[src/rtl/eewp_pkg.sv]
package eewp_pkg;

    typedef enum logic [1:0] {
        ST_IDLE = 2'd0,
        ST_PAGE = 2'd1,
        ST_SREG = 2'd2
    } eewp_state_e;

    localparam logic [1:0] BP_NONE    = 2'b00;
    localparam logic [1:0] BP_QUARTER = 2'b01;
    localparam logic [1:0] BP_HALF    = 2'b10;
    localparam logic [1:0] BP_ALL     = 2'b11;

endpackage

[src/rtl/eewp_region_chk.sv]
module eewp_region_chk
    import eewp_pkg::*;
#(
    parameter int ADDR_W = 7
) (
    input  logic [1:0]        bp,
    input  logic [ADDR_W-1:0] addr,
    output logic              locked
);

    localparam int TOP = ADDR_W - 1;

    generate
        if (ADDR_W >= 2) begin : g_quarters
            always_comb begin
                unique case (bp)
                    BP_NONE:    locked = 1'b0;
                    BP_QUARTER: locked = addr[TOP] & addr[TOP-1];
                    BP_HALF:    locked = addr[TOP];
                    default:    locked = 1'b1;
                endcase
            end
        end else begin : g_tiny
            always_comb begin
                unique case (bp)
                    BP_NONE:    locked = 1'b0;
                    BP_QUARTER: locked = 1'b0;
                    BP_HALF:    locked = addr[TOP];
                    default:    locked = 1'b1;
                endcase
            end
        end
    endgenerate

endmodule

[src/rtl/eewp_cycle_timer.sv]
module eewp_cycle_timer #(
    parameter int PROG_CYCLES = 16
) (
    input  logic clk,
    input  logic rst_n,
    input  logic run,
    output logic last
);

    localparam int CNT_W = (PROG_CYCLES > 2) ? $clog2(PROG_CYCLES) : 1;
    localparam logic [CNT_W-1:0] LAST_VAL = CNT_W'(PROG_CYCLES - 1);

    logic [CNT_W-1:0] cnt;

    always_ff @(posedge clk or negedge rst_n) begin
        if (!rst_n) begin
            cnt <= '0;
        end else if (!run || last) begin
            cnt <= '0;
        end else begin
            cnt <= cnt + 1'b1;
        end
    end

    assign last = run && (cnt == LAST_VAL);

endmodule

[src/rtl/eewp_page_buf.sv]
module eewp_page_buf #(
    parameter int ADDR_W     = 7,
    parameter int PAGE_BYTES = 8
) (
    input  logic                    clk,
    input  logic                    rst_n,
    input  logic                    load,
    input  logic [ADDR_W-1:0]       in_addr,
    input  logic [PAGE_BYTES*8-1:0] in_data,
    input  logic [PAGE_BYTES-1:0]   in_mask,
    output logic [ADDR_W-1:0]       out_addr,
    output logic [PAGE_BYTES*8-1:0] out_data,
    output logic [PAGE_BYTES-1:0]   out_mask
);

    always_ff @(posedge clk or negedge rst_n) begin
        if (!rst_n) begin
            out_addr <= '0;
            out_mask <= '0;
        end else if (load) begin
            out_addr <= in_addr;
            out_mask <= in_mask;
        end
    end

    for (genvar b = 0; b < PAGE_BYTES; b++) begin : g_lane
        always_ff @(posedge clk or negedge rst_n) begin
            if (!rst_n) begin
                out_data[b*8 +: 8] <= '0;
            end else if (load) begin
                out_data[b*8 +: 8] <= in_data[b*8 +: 8];
            end
        end
    end

endmodule

[src/rtl/eeprom_wp_ctrl.sv]
module eeprom_wp_ctrl
    import eewp_pkg::*;
#(
    parameter int ADDR_W      = 7,
    parameter int PAGE_BYTES  = 8,
    parameter int PROG_CYCLES = 16
) (
    input  logic                    clk,
    input  logic                    rst_n,
    input  logic                    wp_n,
    input  logic                    set_wel,
    input  logic                    clr_wel,
    input  logic                    wr_status,
    input  logic [1:0]              status_bp_in,
    input  logic                    commit,
    input  logic [ADDR_W-1:0]       commit_addr,
    input  logic [PAGE_BYTES*8-1:0] commit_data,
    input  logic [PAGE_BYTES-1:0]   commit_mask,
    output logic [7:0]              status_out,
    output logic                    busy,
    output logic                    arr_we,
    output logic [ADDR_W-1:0]       arr_addr,
    output logic [PAGE_BYTES*8-1:0] arr_data,
    output logic [PAGE_BYTES-1:0]   arr_mask
);

    eewp_state_e state_q, state_d;
    logic        wel_q;
    logic [1:0]  bp_q;
    logic [1:0]  bp_pend_q;
    logic        locked;
    logic        cyc_last;
    logic        in_cycle;
    logic        write_ok;
    logic        accept_page;
    logic        accept_sreg;

    eewp_region_chk #(.ADDR_W(ADDR_W)) u_region (
        .bp     (bp_q),
        .addr   (commit_addr),
        .locked (locked)
    );

    eewp_cycle_timer #(.PROG_CYCLES(PROG_CYCLES)) u_timer (
        .clk   (clk),
        .rst_n (rst_n),
        .run   (in_cycle),
        .last  (cyc_last)
    );

    eewp_page_buf #(.ADDR_W(ADDR_W), .PAGE_BYTES(PAGE_BYTES)) u_buf (
        .clk      (clk),
        .rst_n    (rst_n),
        .load     (accept_page),
        .in_addr  (commit_addr),
        .in_data  (commit_data),
        .in_mask  (commit_mask),
        .out_addr (arr_addr),
        .out_data (arr_data),
        .out_mask (arr_mask)
    );

    assign in_cycle    = (state_q != ST_IDLE);
    assign write_ok    = (state_q == ST_IDLE) && wel_q && wp_n;
    assign accept_page = write_ok && commit && !locked;
    assign accept_sreg = write_ok && !commit && wr_status;

    // state register
    always_ff @(posedge clk or negedge rst_n) begin
        if (!rst_n) begin
            state_q <= ST_IDLE;
        end else begin
            state_q <= state_d;
        end
    end

    // transitions
    always_comb begin
        state_d = state_q;
        unique case (state_q)
            ST_IDLE: begin
                if (accept_page) begin
                    state_d = ST_PAGE;
                end else if (accept_sreg) begin
                    state_d = ST_SREG;
                end
            end
            ST_PAGE: if (cyc_last) state_d = ST_IDLE;
            ST_SREG: if (cyc_last) state_d = ST_IDLE;
            default: state_d = ST_IDLE;
        endcase
    end

    // latch, protect field and pending status value
    always_ff @(posedge clk or negedge rst_n) begin
        if (!rst_n) begin
            wel_q     <= 1'b0;
            bp_q      <= BP_NONE;
            bp_pend_q <= BP_NONE;
        end else begin
            if (in_cycle && cyc_last) begin
                wel_q <= 1'b0;
            end else if (state_q == ST_IDLE) begin
                if (clr_wel) begin
                    wel_q <= 1'b0;
                end else if (set_wel) begin
                    wel_q <= 1'b1;
                end
            end
            if (accept_sreg) begin
                bp_pend_q <= status_bp_in;
            end
            if (state_q == ST_SREG && cyc_last) begin
                bp_q <= bp_pend_q;
            end
        end
    end

    // outputs
    always_comb begin
        busy   = 1'b0;
        arr_we = 1'b0;
        unique case (state_q)
            ST_IDLE: ;
            ST_PAGE: begin
                busy   = 1'b1;
                arr_we = cyc_last;
            end
            ST_SREG: busy = 1'b1;
            default: ;
        endcase
        status_out = {4'b0000, bp_q, wel_q, busy};
    end

endmodule

[config.mk]
export PLATFORM = sky130hd
export DESIGN_NAME = eeprom_wp_ctrl
export DESIGN_NICKNAME = d
export VERILOG_FILES = /design/src/rtl/eewp_pkg.sv /design/src/rtl/eewp_region_chk.sv /design/src/rtl/eewp_cycle_timer.sv /design/src/rtl/eewp_page_buf.sv /design/src/rtl/eeprom_wp_ctrl.sv
export SDC_FILE = /design/constraint.sdc
export NUM_CORES = 1
export LEC_CHECK = 0
export BUFFER_PORTS_ARGS = -buffer_cell sky130_fd_sc_hd__buf_2
export CORE_UTILIZATION = 47
export CTS_BUF_LIST = sky130_fd_sc_hd__clkbuf_4 sky130_fd_sc_hd__clkbuf_8
export DETAILED_ROUTE_END_ITERATION = 7
export HOLD_SLACK_MARGIN = 0.06
export PLACE_DENSITY = 0.82
export SYNTH_ARGS = -nofsm -noshare
export SYNTH_HDL_FRONTEND = slang
export SYNTH_SLANG_ARGS = --single-unit
[constraint.sdc]
create_clock -name clk -period 2.2 [get_ports clk]
set_clock_uncertainty 0.05 [all_clocks]
set_input_delay 0.22 -clock clk [delete_from_list [all_inputs] [get_ports clk]]
set_output_delay 0.22 -clock clk [all_outputs]
set_load 0.005 [all_outputs]
Word-level counts from Yosys, hierarchy flattened

Index checks and enable logic that the tools add are counted.

Add/subtract/negate cells: 1
Equality and inequality tests: 7
Mux-type cells: 12
Bitwise logic cells: 1
Reductions and logical operators: 21

Operators by type and width:

| cell                  | count |
|---|---|
| $logic_and A1 B1 Y1   | 9 |
| $mux W1               | 6 |
| $mux W2               | 3 |
| $add A4 B1 Y4 const B | 1 |
| $eq A2 B1 Y1 const B  | 2 |
| $eq A2 B2 Y1 const B  | 2 |
| $eq A4 B4 Y1 const B  | 1 |
| $logic_not A2 Y1      | 2 |
| $mux W4               | 1 |
| $pmux W2 S2           | 1 |
| $reduce_and A2 Y1     | 2 |
| $reduce_bool A2 Y1    | 2 |
| $logic_not A1 Y1      | 3 |
| $ne A3 B3 Y1 const B  | 1 |
| $pmux W1 S3           | 1 |
| $reduce_bool A3 Y1    | 1 |
| $ne A2 B1 Y1 const B  | 1 |
| $reduce_or A2 Y1      | 1 |
| $and A1 B1 Y1         | 1 |
| $logic_or A1 B1 Y1    | 1 |

Flip-flop bits (word level): 90
Input port bits: 88
Output and inout bits: 89
Logic and storage cells: 57

Logic depth before layout (Yosys ltp)

Gate-level depths: netlist (run 1).

Depth after elaboration: 8
Depth in mapped cells: 7
Mapped depth without buffers: 5

By module

A second synthesis (run 1) with hierarchy kept.

Cells, all modules: 224
Area total of the unflattened synthesis: 3577.2 µm²

By module, submodules not included:

| module           | instances | cells each | area an instance (µm²) | sequential area each (µm²) |
|---|---|---|---|---|
| eewp_page_buf    | 1         | 167        | 2967.8                 | 1976.9 |
| eeprom_wp_ctrl   | 1         | 39         | 421.7                  | 175.2 |
| eewp_cycle_timer | 1         | 15         | 173.9                  | 100.1 |
| eewp_region_chk  | 1         | 3          | 13.8                   | 0.0 |

Least setup slack after synthesis (run 1)

OpenSTA, ideal clock, no wires.

Path kind: reg2reg
Start: register state_q[0]
End: register u_buf.out_data[56]
Setup time: 0.127 ns
Data arrival time: 1.725 ns
Data required time: 2.023 ns
Slack: 0.297 ns
Stages on the path, launching flop included: 8
Path buffers: 2
Period minus slack after synthesis: 1.903 ns
Path through: dfrtp_1 > inv_1 > ha_1 > nand4_1 > a221oi_2 > buf_4 > buf_6 > mux2_1

Cells in the longest elaborated chain, start to end: 5

Ends and longest elaborated chain:

| what                              | RTL line             | text |
|---|---|---|
| start: declaration                | eeprom_wp_ctrl.sv:27 | `eewp_state_e state_q, state_d;` |
| start signal: assignment          | eeprom_wp_ctrl.sv:73 | `state_q <= state_d;` |
| $logic_not A2 Y1                  | eeprom_wp_ctrl.sv:64 | `assign write_ok = (state_q == ST_IDLE) && wel_q && wp_n;` |
| $logic_and A1 B1 Y1 (2 in series) | eeprom_wp_ctrl.sv:64 |  |
| $logic_and A1 B1 Y1 (2 in series) | eeprom_wp_ctrl.sv:65 | `assign accept_page = write_ok && commit && !locked;` |
| end signal: indexed assignment    | eewp_page_buf.sv:31  | `out_data[b*8 +: 8] <= in_data[b*8 +: 8];` |
| end: declaration                  | eewp_page_buf.sv:12  | `output logic [PAGE_BYTES*8-1:0] out_data,` |

Every way passes these cells.
A chain may end at the register's enable or synchronous reset.

Final worst setup path (run 1)

Start: register state_q[0]
End: output arr_we

Cells in the longest elaborated chain, start to end: 3
Elaborated cells between the ends (all ways): 4
Classes of those cells: eq/ne: 1; mux: 1; reduce/logical: 2

Ends and longest elaborated chain:

| what                | RTL line               | text |
|---|---|---|
| $reduce_bool A2 Y1  | eeprom_wp_ctrl.sv:63   | `assign in_cycle = (state_q != ST_IDLE);` |
| $logic_and A1 B1 Y1 | eewp_cycle_timer.sv:25 | `assign last = run && (cnt == LAST_VAL);` |
| $mux W1 (*)         | eeprom_wp_ctrl.sv:123  | `unique case (state_q)` |
| end: declaration    | eeprom_wp_ctrl.sv:21   | `output logic arr_we,` |

Mark *: on every way between the ends. The rest lies on a longest branch, timed or not.

==> reports/results.ini, run 1 <==
[place]
placed_cells = 487
preCtsSetupSlack_ns = 0.124
placed_cell_area_um2 = 4540
dp.final_hpwl_um = 5490
gp_congestion = 0.712
io_buffers = 172

[worst_setup_path]
cpPeakStageDelay_ns = 0.39
required_ns = 1.93
crit_chain = inv_1, ha_1, buf_4, and4b_2, and2_1, buf_2
critical_path.top_delay_family = simple AND/OR/NAND/NOR gates
crit_path_end_kind = primary output
start_kind = flip-flop
critPathMaxFanout = 12
path_buf_inv = 3
cp_data_arrival_time_ns = 1.80
slowest_stage = dfrtp_1
crit_type = flip-flop to primary output

[synth]
synth_top_area_share_pct = 63.7
yosysMostFrequentCell = dfrtp_1
yosys.area.top_type = dfrtp_1
synth_commonest_cells = 90 x dfrtp_1, 75 x mux2_2, 8 x mux2_1, 7 x buf_4, 6 x buf_2
yosysSeqAreaShare_pct = 63.7
synth_area_um2 = 3540
async_reset_ff_share_pct = 100
synth_cells = 223
ys.flop_type = dfrtp_1
synth_area_leaders = dfrtp_1 64%, mux2_2 24%, mux2_1 2.5%
synth_edf_count = 0
yosysUniqueCellTypes = 31
yosysWarnings = 0
syn_avg_cell_area_um2 = 15.9
ys_seq_elements = 90

[timing]
fin_crit_sh_pct = 94.1
setup-tns-final_ns = 0
hold_viol_final = 0
tightestPinTransition_ns = 0.721
period_needed_ns = 2.07
fin_ws_ns = 0.129
setup_viol = 0
rsz0062_at_grt = false
relSlewSlack_pct = 51.9
finalMaxSlewViolations = 0
fmax_mhz = 483

[cts]
clock_sinks = 90
clock_path_buffers = 2
numCtsBuffers = 9
path_clk_slew_ns = 0.09
cts_tree = built
root_buffer = clkbuf_8
clk_latency_ns = 0.34
htreeDepth = 3

[run]
cap_violations = 0

[global_route]
grt_usage_pct = 24.2
grt_pass1_wl_um = 14100
antenna_found_initial = 0
grt_max_degree = 58
grt-ovfl-total = 0
grt_pass1_vias = 3033

[detailed_routing]
drtIter0Drc = 131
drc = 0
dr_total_vias = 2784
ant_nets = 0
wl_um = 9120
viasPerCell = 4.77
wl_per_cell_um = 15.6
first_pass_iters = 4

[worst_hold_path]
min_path_type = primary input to flip-flop

[layout]
fillers = 452
multiInputGateArea_um2 = 1190
area_growth_pct = 57.9
fin_cells = 584
finalNetCount = 572
antenna_cells = 0
stdcell_area_um2 = 5580
seq_area_um2 = 2250
drive_above_1_share_pct = 55.9

[floorplan]
die_w_um = 88.7
die_area_um2 = 7870
core_um2 = 7250
initial_core_util_pct = 48.7
pin_count = 177
rows = 31
die_y_um = 88.7

[power]
p_total_uw = 6400
powerDensity_nw_per_um2 = 1150
leakagePower_uw = 0.00273
ir_drop_mv = 0.601

[outcome]
outcome = finished clean

## repair_timing
item / 4_1_cts / 5_1_grt
hold buffers: 79 / 1
setup buffers: 0 / 1
hold endpoints to repair: 134 / 1
setup endpoints to repair: 0 / 12
gates resized for setup: 0 / 1
## state kept, by name, indices dropped and copies added (netlist names)
register        flops
u_buf.out_data     64
u_buf.out_mask      8
state_q             2
u_buf.out_addr      7
u_timer.cnt         4
bp_q                2
bp_pend_q           2
wel_q               1
## metrics by stage
step,utilization [%],hold WS [ns]
2_1_floorplan,-,-0.126
3_3_place_gp,62.5,0.264
3_5_place_dp,62.5,0.274
4_1_cts,76.5,0.0604
5_1_grt,77.0,0.0670
6_report,77.0,0.0781
## metal layers
layer | GRT usage (%) | vias to the layer above | share of wire (%) | routed length [um]
li1 | - | 1298 | - | -
met1 | 25.9 | 1359 | 37 | 3380
met2 | 45.7 | 111 | 55 | 5030
met3 | 5.60 | 16 | 5.8 | 526
met4 | 9.68 | 0 | 2.0 | 180
met5 | 0 | - | 0 | 0
## power breakdown
| group | internal [uW] | switching [uW] |
|---|---|---|
| clock | 652 | 594 |
| sequential | 2440 | 426 |
| combinational | 1390 | 901 |
| total | 4480 | 1920 |
## final cells by class
cell class	instances	share of cell area, %
clock buffers	9	2.22
clock inverters	7	1.79
inverters	5	0.336
multi-input cells	116	21.3
flip-flops and latches	90	40.3
well taps	99	2.22
repair buffers	258	31.7
## final timing paths
| path | startpoint | endpoint | slack (ns) | cells past startpoint |
|---|---|---|---|---|
| worst min-delay path | commit_addr[5] | u_buf.out_addr[5] | 0.08 | 2 |
| worst max-delay path | state_q[0] | arr_we | 0.13 | 6 |
| min in group asynchronous | rst_n | state_q[1] | 0.42 | 2 |
| max in group asynchronous | rst_n | u_buf.out_data[49] | 1.05 | 3 |
| worst max register to register | state_q[0] | u_buf.out_data[4] | 0.16 | 7 |
| worst min register to register | u_buf.out_data[56] | u_buf.out_data[56] | 0.45 | 1 |
## cell usage in the layout, fill, tap and decap left out, types with 2 or more instances in the layout
cell type / netlist / routed
buf_2: 6 / 171
dfrtp_1: 90 / 90
dlygate4sd3_1: 0 / 80
mux2_2: 75 / 75
clkbuf_8: 0 / 9
mux2_1: 8 / 8
inv_1: 5 / 5
buf_12: 0 / 5
ha_1: 4 / 4
conb_1: 1 / 4
a21oi_1: 3 / 3
inv_6: 0 / 3
nand2_1: 2 / 2
bufinv_16: 0 / 2
buf_4: 7 / 2
## cell families (layout without fill, tap and decap cells)
group,after synthesis,in the layout,share of synthesized area (%)
flip-flops,90,90,63.7
multiplexers,83,83,26.4
buffers and inverters,20,279,3.29
AO/OA/AOI/OAI,13,13,2.80
AND/OR/NAND/NOR,11,11,2.02
adder cells (fa/ha/maj),4,4,1.42
other,1,4,0.106
XOR/XNOR,1,1,0.248
(Power assumes the default switching activity.)
==> run 2: changes to the inputs <==
--- a/config.mk
+++ b/config.mk
@@ -6,11 +6,13 @@
 export NUM_CORES = 1
 export LEC_CHECK = 0
 export BUFFER_PORTS_ARGS = -buffer_cell sky130_fd_sc_hd__buf_2
-export CORE_UTILIZATION = 47
+export CELL_PAD_IN_SITES_DETAIL_PLACEMENT = 1
+export CELL_PAD_IN_SITES_GLOBAL_PLACEMENT = 1
+export CORE_UTILIZATION = 37
 export CTS_BUF_LIST = sky130_fd_sc_hd__clkbuf_4 sky130_fd_sc_hd__clkbuf_8
 export DETAILED_ROUTE_END_ITERATION = 7
 export HOLD_SLACK_MARGIN = 0.06
-export PLACE_DENSITY = 0.82
+export PLACE_DENSITY_LB_ADDON = 0.1
 export SYNTH_ARGS = -nofsm -noshare
 export SYNTH_HDL_FRONTEND = slang
 export SYNTH_SLANG_ARGS = --single-unit
==> reports/results.ini, run 2 (same netlist as run 1, synthesis figures left out) <==
[outcome]
outcome = finished clean

[detailed_routing]
first_pass_iters = 4  ; unchanged
viasPerCell = 4.57  ; -4.1%
wl_um = 9950  ; +9.0%
drc = 0  ; unchanged
ant_nets = 0  ; unchanged
drtIter0Drc = 47  ; -64%
wl_per_cell_um = 16.2  ; +3.5%
dr_total_vias = 2811  ; +0.97%

[timing]
setup_viol = 0  ; unchanged
fin_ws_ns = 0.129  ; +0.000190 ns
tightestPinTransition_ns = 0.622  ; -0.0990 ns
relSlewSlack_pct = 58.5  ; +6.6 points
period_needed_ns = 2.07  ; -0.000190 ns
fmax_mhz = 483  ; about the same
finalMaxSlewViolations = 0  ; unchanged
hold_viol_final = 0  ; unchanged
hold_slack_ns = 0.0813  ; +0.00320 ns
fin_crit_sh_pct = 94.1  ; about the same

[cts]
clock_sinks = 90  ; unchanged
root_buffer = clkbuf_8
path_clk_slew_ns = 0.09  ; about the same
cts_tree = built
numCtsBuffers = 9  ; unchanged
clk_latency_ns = 0.35  ; about the same
clock_path_buffers = 2  ; unchanged
htreeDepth = 3  ; unchanged
cts_setup_buffers = 0  ; unchanged

[layout]
regMostFlops = u_buf.out_data
largest_reg_flops = 64  ; unchanged
fillers = 960  ; +110%
largestRegisters = u_buf.out_data x64, u_buf.out_mask x8, u_buf.out_addr x7
final_common_cell = buf_2
stdcell_area_um2 = 5540  ; -0.69%
finalNetCount = 573  ; +0.17%
area_growth_pct = 56.8
drive_above_1_share_pct = 55.8  ; -0.11 points
layout_common_cells = 171 x buf_2, 90 x dfrtp_1, 81 x dlygate4sd3_1
antenna_cells = 0  ; unchanged

[floorplan]
die_area_um2 = 9950  ; +26%
die_w_um = 99.8  ; +12%
rows = 35  ; +13%
core_um2 = 9240  ; +27%
die_y_um = 99.8  ; +12%
pin_count = 177  ; unchanged
initial_core_util_pct = 38.3  ; -10 points

[power]
switchingPower_uw = 1900  ; -1.3%
ir_drop_mv = 0.584  ; -2.8%
sequentialPowerShare_pct = 46.1  ; +1.3 points
comb_power_share_pct = 37.1  ; +1.3 points
p_sw_share_pct = 30.8  ; +0.80 points
leakagePower_uw = 0.00269  ; -1.3%
powerDensity_nw_per_um2 = 1110  ; -3.2%
clockPowerShare_pct = 16.8  ; -2.7 points
p_int_uw = 4260  ; -5.0%
p_total_uw = 6160  ; -3.9%

[global_route]
grt_pass1_wl_um = 15900  ; +13%
grt_max_degree = 48  ; -17%
antenna_found_initial = 0  ; unchanged
grt_usage_pct = 21.3  ; -2.9 points
grt-ovfl-total = 0  ; unchanged
grt_pass1_vias = 3220  ; +6.2%

[worst_setup_path]
cpPeakStageDelay_ns = 0.38  ; about the same
path_buf_inv = 3  ; unchanged
worstRegToRegCells = 6  ; -1
worstReg2RegStart = state_q[0]
reg2reg_setup_slack_ns = 0.18  ; +0.02 ns
crit_chain = inv_1, ha_1, buf_4, and4b_2, and2_1, buf_2
slowest_stage = dfrtp_1
start_kind = flip-flop
critPathLaunch = state_q[0]
cp_data_arrival_time_ns = 1.80  ; about the same
crit_type = flip-flop to primary output
critical_path.top_delay_family = simple AND/OR/NAND/NOR gates
timing.rr.end = u_buf.out_data[51]
required_ns = 1.93  ; about the same
critPathMaxFanout = 12  ; unchanged
crit_path_end_kind = primary output

[worst_hold_path]
hold_path_startpoint = commit_addr[5]
holdPathStages = 2  ; unchanged
min_to = u_buf.out_addr[5]
min_path_type = primary input to flip-flop

[place]
preCtsSetupSlack_ns = 0.195  ; +0.0713 ns
io_buffers = 172  ; unchanged
dp.final_hpwl_um = 5980  ; +8.8%
placed_cell_area_um2 = 4560  ; +0.44%
gp_congestion = 0.712  ; unchanged

[run]
cap_violations = 0  ; unchanged

==> run 2: cell types whose count changed in the layout (fill, tap and decap cells not counted), sizes merged <==
| cell | before | now |
|---|---|---|
| dlygate4sd3 | 80 | 81 |
| inv | 8 | 5 |
| clkbuf | 9 | 12 |
| clkinvlp | 0 | 2 |
| bufinv | 2 | 0 |
==> run 2: repair_timing <==
item,in CTS,in global routing
hold endpoints to repair,124,0
hold buffers,81,0
setup endpoints to repair,0,1
resized for setup,0,1
==> run 2: worst reg2reg max path: stages (launching register included) <==
cell	delay (ns)
dfrtp_1	0.41
inv_1	0.09
ha_1	0.17
nand4_1	0.17
a221oi_4	0.34
buf_12	0.28
mux2_2	0.40
==> run 2: worst max-delay path by stage <==
stage	to	slack (ns)	depth (start not counted)
after detailed placement	u_buf.out_data[53]	0.19	6
after CTS	arr_we	0.05	6
final	arr_we	0.13	6
after floorplan	u_buf.out_data[56]	0.30	7
after global routing	arr_we	-0.006	6
after global placement	u_buf.out_mask[1]	0.27	6
==> run 2: metrics by stage <==
| step | utilization [%] | std cells | setup TNS (ns) |
|---|---|---|---|
| final | 60.0 | 615 | 0 |
| after detailed placement | 49.3 | 518 | 0 |
| after global routing | 60.0 | 615 | -0.00628 |
| after floorplan | - | 226 | 0 |
| after CTS | 60.0 | 615 | 0 |
| after global placement | 49.3 | 518 | 0 |
==> run 2: metal layers <==
layer | GRT usage (%) | routed length [um] | up-vias
li1 | - | - | 1295
met1 | 22.8 | 3750 | 1399
met2 | 39.7 | 5400 | 104
met3 | 5.34 | 598 | 13
met4 | 8.94 | 202 | 0
met5 | 0 | 0 | -
==> run 2: power groups by stage <==
| stage | combinational (uW) | clock [uW] | sequential, uW |
|---|---|---|---|
| floorplan | 1010 | 0 | 2910 |
| global placement | 2110 | 0 | 2810 |
| detailed placement | 2180 | 0 | 2840 |
| CTS | 2290 | 1060 | 2820 |
| global route | 2510 | 1140 | 2960 |
| finish | 2280 | 1030 | 2840 |
==> run 2: area by class of cell <==
type | instances | area (um2) | area share, %
Clock buffer | 12 | 146 | 2.64
Multi-Input combinational cell | 116 | 1190 | 21.5
Sequential cell | 90 | 2250 | 40.6
Clock inverter | 4 | 28.8 | 0.519
Inverter | 5 | 18.8 | 0.339
Tap cell | 129 | 161 | 2.91
Timing Repair Buffer | 259 | 1740 | 31.5
==> run 3: changes to the inputs <==
--- a/config.mk
+++ b/config.mk
@@ -8,8 +8,8 @@
 export BUFFER_PORTS_ARGS = -buffer_cell sky130_fd_sc_hd__buf_2
 export CELL_PAD_IN_SITES_DETAIL_PLACEMENT = 1
 export CELL_PAD_IN_SITES_GLOBAL_PLACEMENT = 1
-export CORE_UTILIZATION = 37
-export CTS_BUF_LIST = sky130_fd_sc_hd__clkbuf_4 sky130_fd_sc_hd__clkbuf_8
+export CORE_UTILIZATION = 35
+export CTS_CLUSTER_SIZE = 12
 export DETAILED_ROUTE_END_ITERATION = 7
 export HOLD_SLACK_MARGIN = 0.06
 export PLACE_DENSITY_LB_ADDON = 0.1
==> reports/results.ini, run 3 (same netlist as run 1, synthesis figures left out) <==
[global_route]
grt_usage_pct = 18.9  ; -2.5 points
grt_max_degree = 66  ; +38%
grt-ovfl-total = 0  ; unchanged
antenna_found_initial = 0  ; unchanged
grt_pass1_wl_um = 14800  ; -7.0%
grt_pass1_vias = 2979  ; -7.5%

[floorplan]
die_y_um = 103  ; +2.8%
rows = 36  ; +2.9%
die_w_um = 103  ; +2.8%
core_um2 = 9770  ; +5.8%
initial_core_util_pct = 36.2  ; -2.1 points
die_area_um2 = 10500  ; +5.6%
pin_count = 177  ; unchanged

[place]
dp.final_hpwl_um = 5960  ; -0.23%
gp_congestion = 0.650  ; -8.6%
io_buffers = 172  ; unchanged

[layout]
layout_common_cells = 171 x buf_2, 90 x dfrtp_1, 82 x dlygate4sd3_1
largestRegisters = u_buf.out_data x64, u_buf.out_mask x8, u_buf.out_addr x7
finalNetCount = 574  ; +0.17%
regMostFlops = u_buf.out_data
area_growth_pct = 57.7
drive_above_1_share_pct = 55.4  ; -0.32 points
largest_reg_flops = 64  ; unchanged
antenna_cells = 0  ; unchanged
final_common_cell = buf_2
fin_util_pct = 57.1  ; -2.9 points
fillers = 1023  ; +6.6%

[timing]
period_needed_ns = 2.09  ; +0.0144 ns
hold_viol_final = 0  ; unchanged
relSlewSlack_pct = 58.1  ; -0.41 points
fmax_mhz = 480  ; -0.69%
tightestPinTransition_ns = 0.628  ; +0.00612 ns
finalMaxSlewViolations = 0  ; unchanged
fin_crit_sh_pct = 94.8  ; +0.66 points
setup_viol = 0  ; unchanged
rsz0062_at_grt = true

[cts]
root_buffer = clkbuf_8
clk_latency_ns = 0.35  ; about the same
clock_sinks = 90  ; unchanged
path_clk_slew_ns = 0.09  ; about the same
cts_tree = built
htreeDepth = 3  ; unchanged
clock_path_buffers = 2  ; unchanged
numCtsBuffers = 9  ; unchanged

[worst_setup_path]
cp_data_arrival_time_ns = 2.27  ; +0.47 ns
start_kind = flip-flop
critPathMaxFanout = 65  ; +53
reg2reg_setup_slack_ns = 0.11  ; -0.07 ns
crit_type = flip-flop to flip-flop
required_ns = 2.38  ; +0.45 ns
crit_path_end_kind = flip-flop
worstRegToRegCells = 6  ; unchanged

[worst_hold_path]
holdPathStages = 2  ; unchanged
min_path_type = primary input to flip-flop

[detailed_routing]
first_pass_iters = 4  ; unchanged
drc = 0  ; unchanged
wl_per_cell_um = 15.4  ; -4.9%
viasPerCell = 4.53  ; -0.84%
ant_nets = 0  ; unchanged
dr_total_vias = 2810  ; -0.036%
drtIter0Drc = 41  ; -13%
wl_um = 9530  ; -4.1%

[power]
ir_drop_mv = 0.484  ; -17%
powerDensity_nw_per_um2 = 1120  ; +0.95%
p_total_uw = 6250  ; +1.6%
leakagePower_uw = 0.00271  ; +0.84%

[run]
cap_violations = 0  ; unchanged

[outcome]
outcome = finished clean

## run 3: changes by cell type in the layout (fill, tap and decap cells not counted)
cell,previous run,this run
clkinv_2,1,3
bufinv_16,0,1
clkbuf_8,9,10
dlygate4sd3_1,81,82
clkbuf_4,3,0
clkbuf_1,0,1
clkinvlp_4,2,0
## run 3: worst max-delay path: stages, from the launching register on
cell and delay [ns]:
dfrtp_1 0.42, inv_1 0.09, ha_1 0.17, nand4_1 0.15
a221oi_4 0.28, buf_12 0.33, mux2_2 0.40
## run 3: final cells by class
| type | instances | area, um2 | area share (%) |
|---|---|---|---|
| Clock buffer | 11 | 141 | 2.53 |
| Sequential cell | 90 | 2250 | 40.4 |
| Inverter | 5 | 18.8 | 0.336 |
| Multi-Input combinational cell | 116 | 1190 | 21.4 |
| Clock inverter | 5 | 53.8 | 0.965 |
| Tap cell | 133 | 166 | 2.98 |
| Timing Repair Buffer | 260 | 1750 | 31.4 |
## run 3: layer usage
| layer | routed length (um) | vias to the layer above | global-route usage [%] |
|---|---|---|---|
| met5 | 0 | - | 0 |
| li1 | - | 1294 | - |
| met2 | 5190 | 92 | 33.6 |
| met4 | 97 | 0 | 7.58 |
| met1 | 3660 | 1416 | 21.2 |
| met3 | 586 | 8 | 5.29 |
## run 3: where the power goes
| part | internal (uW) | leakage, uW | switching (uW) |
|---|---|---|---|
| registers | 2440 | 0.00109 | 403 |
| clock network | 554 | 0.000103 | 579 |
| logic | 1360 | 0.00152 | 913 |
| total | 4360 | 0.00271 | 1890 |
## run 3: final timing paths
check,start,end
setup / recovery,state_q[1],u_buf.out_data[41]
max in group asynchronous,rst_n,u_buf.out_data[62]
min in group asynchronous,rst_n,u_buf.out_addr[5]
hold reg to reg,u_buf.out_mask[4],u_buf.out_mask[4]
hold / removal,commit_addr[6],u_buf.out_addr[6]
setup reg to reg,state_q[1],u_buf.out_data[41]
## run 3: through the flow
stage	TNS [ns]	hold slack [ns]	cell area (um2)	setup slack (ns)	std cells
2_1_floorplan	0	-0.126	3550	0.297	226
3_3_place_gp	0	0.240	4550	0.227	521
3_5_place_dp	0	0.233	4550	0.162	521
4_1_cts	0	0.115	5570	0.0841	619
5_1_grt	-0.00506	0.128	5580	-0.00506	620
6_report	0	0.137	5580	0.115	620
## run 3: timing repair
| action | in CTS | in global routing |
|---|---|---|
| setup buffers | 0 | 1 |
| hold buffers | 82 | 0 |
| hold endpoints to repair | 126 | 0 |
| gates resized for setup | 0 | 1 |
| endpoints found under the setup margin | 0 | 2 |
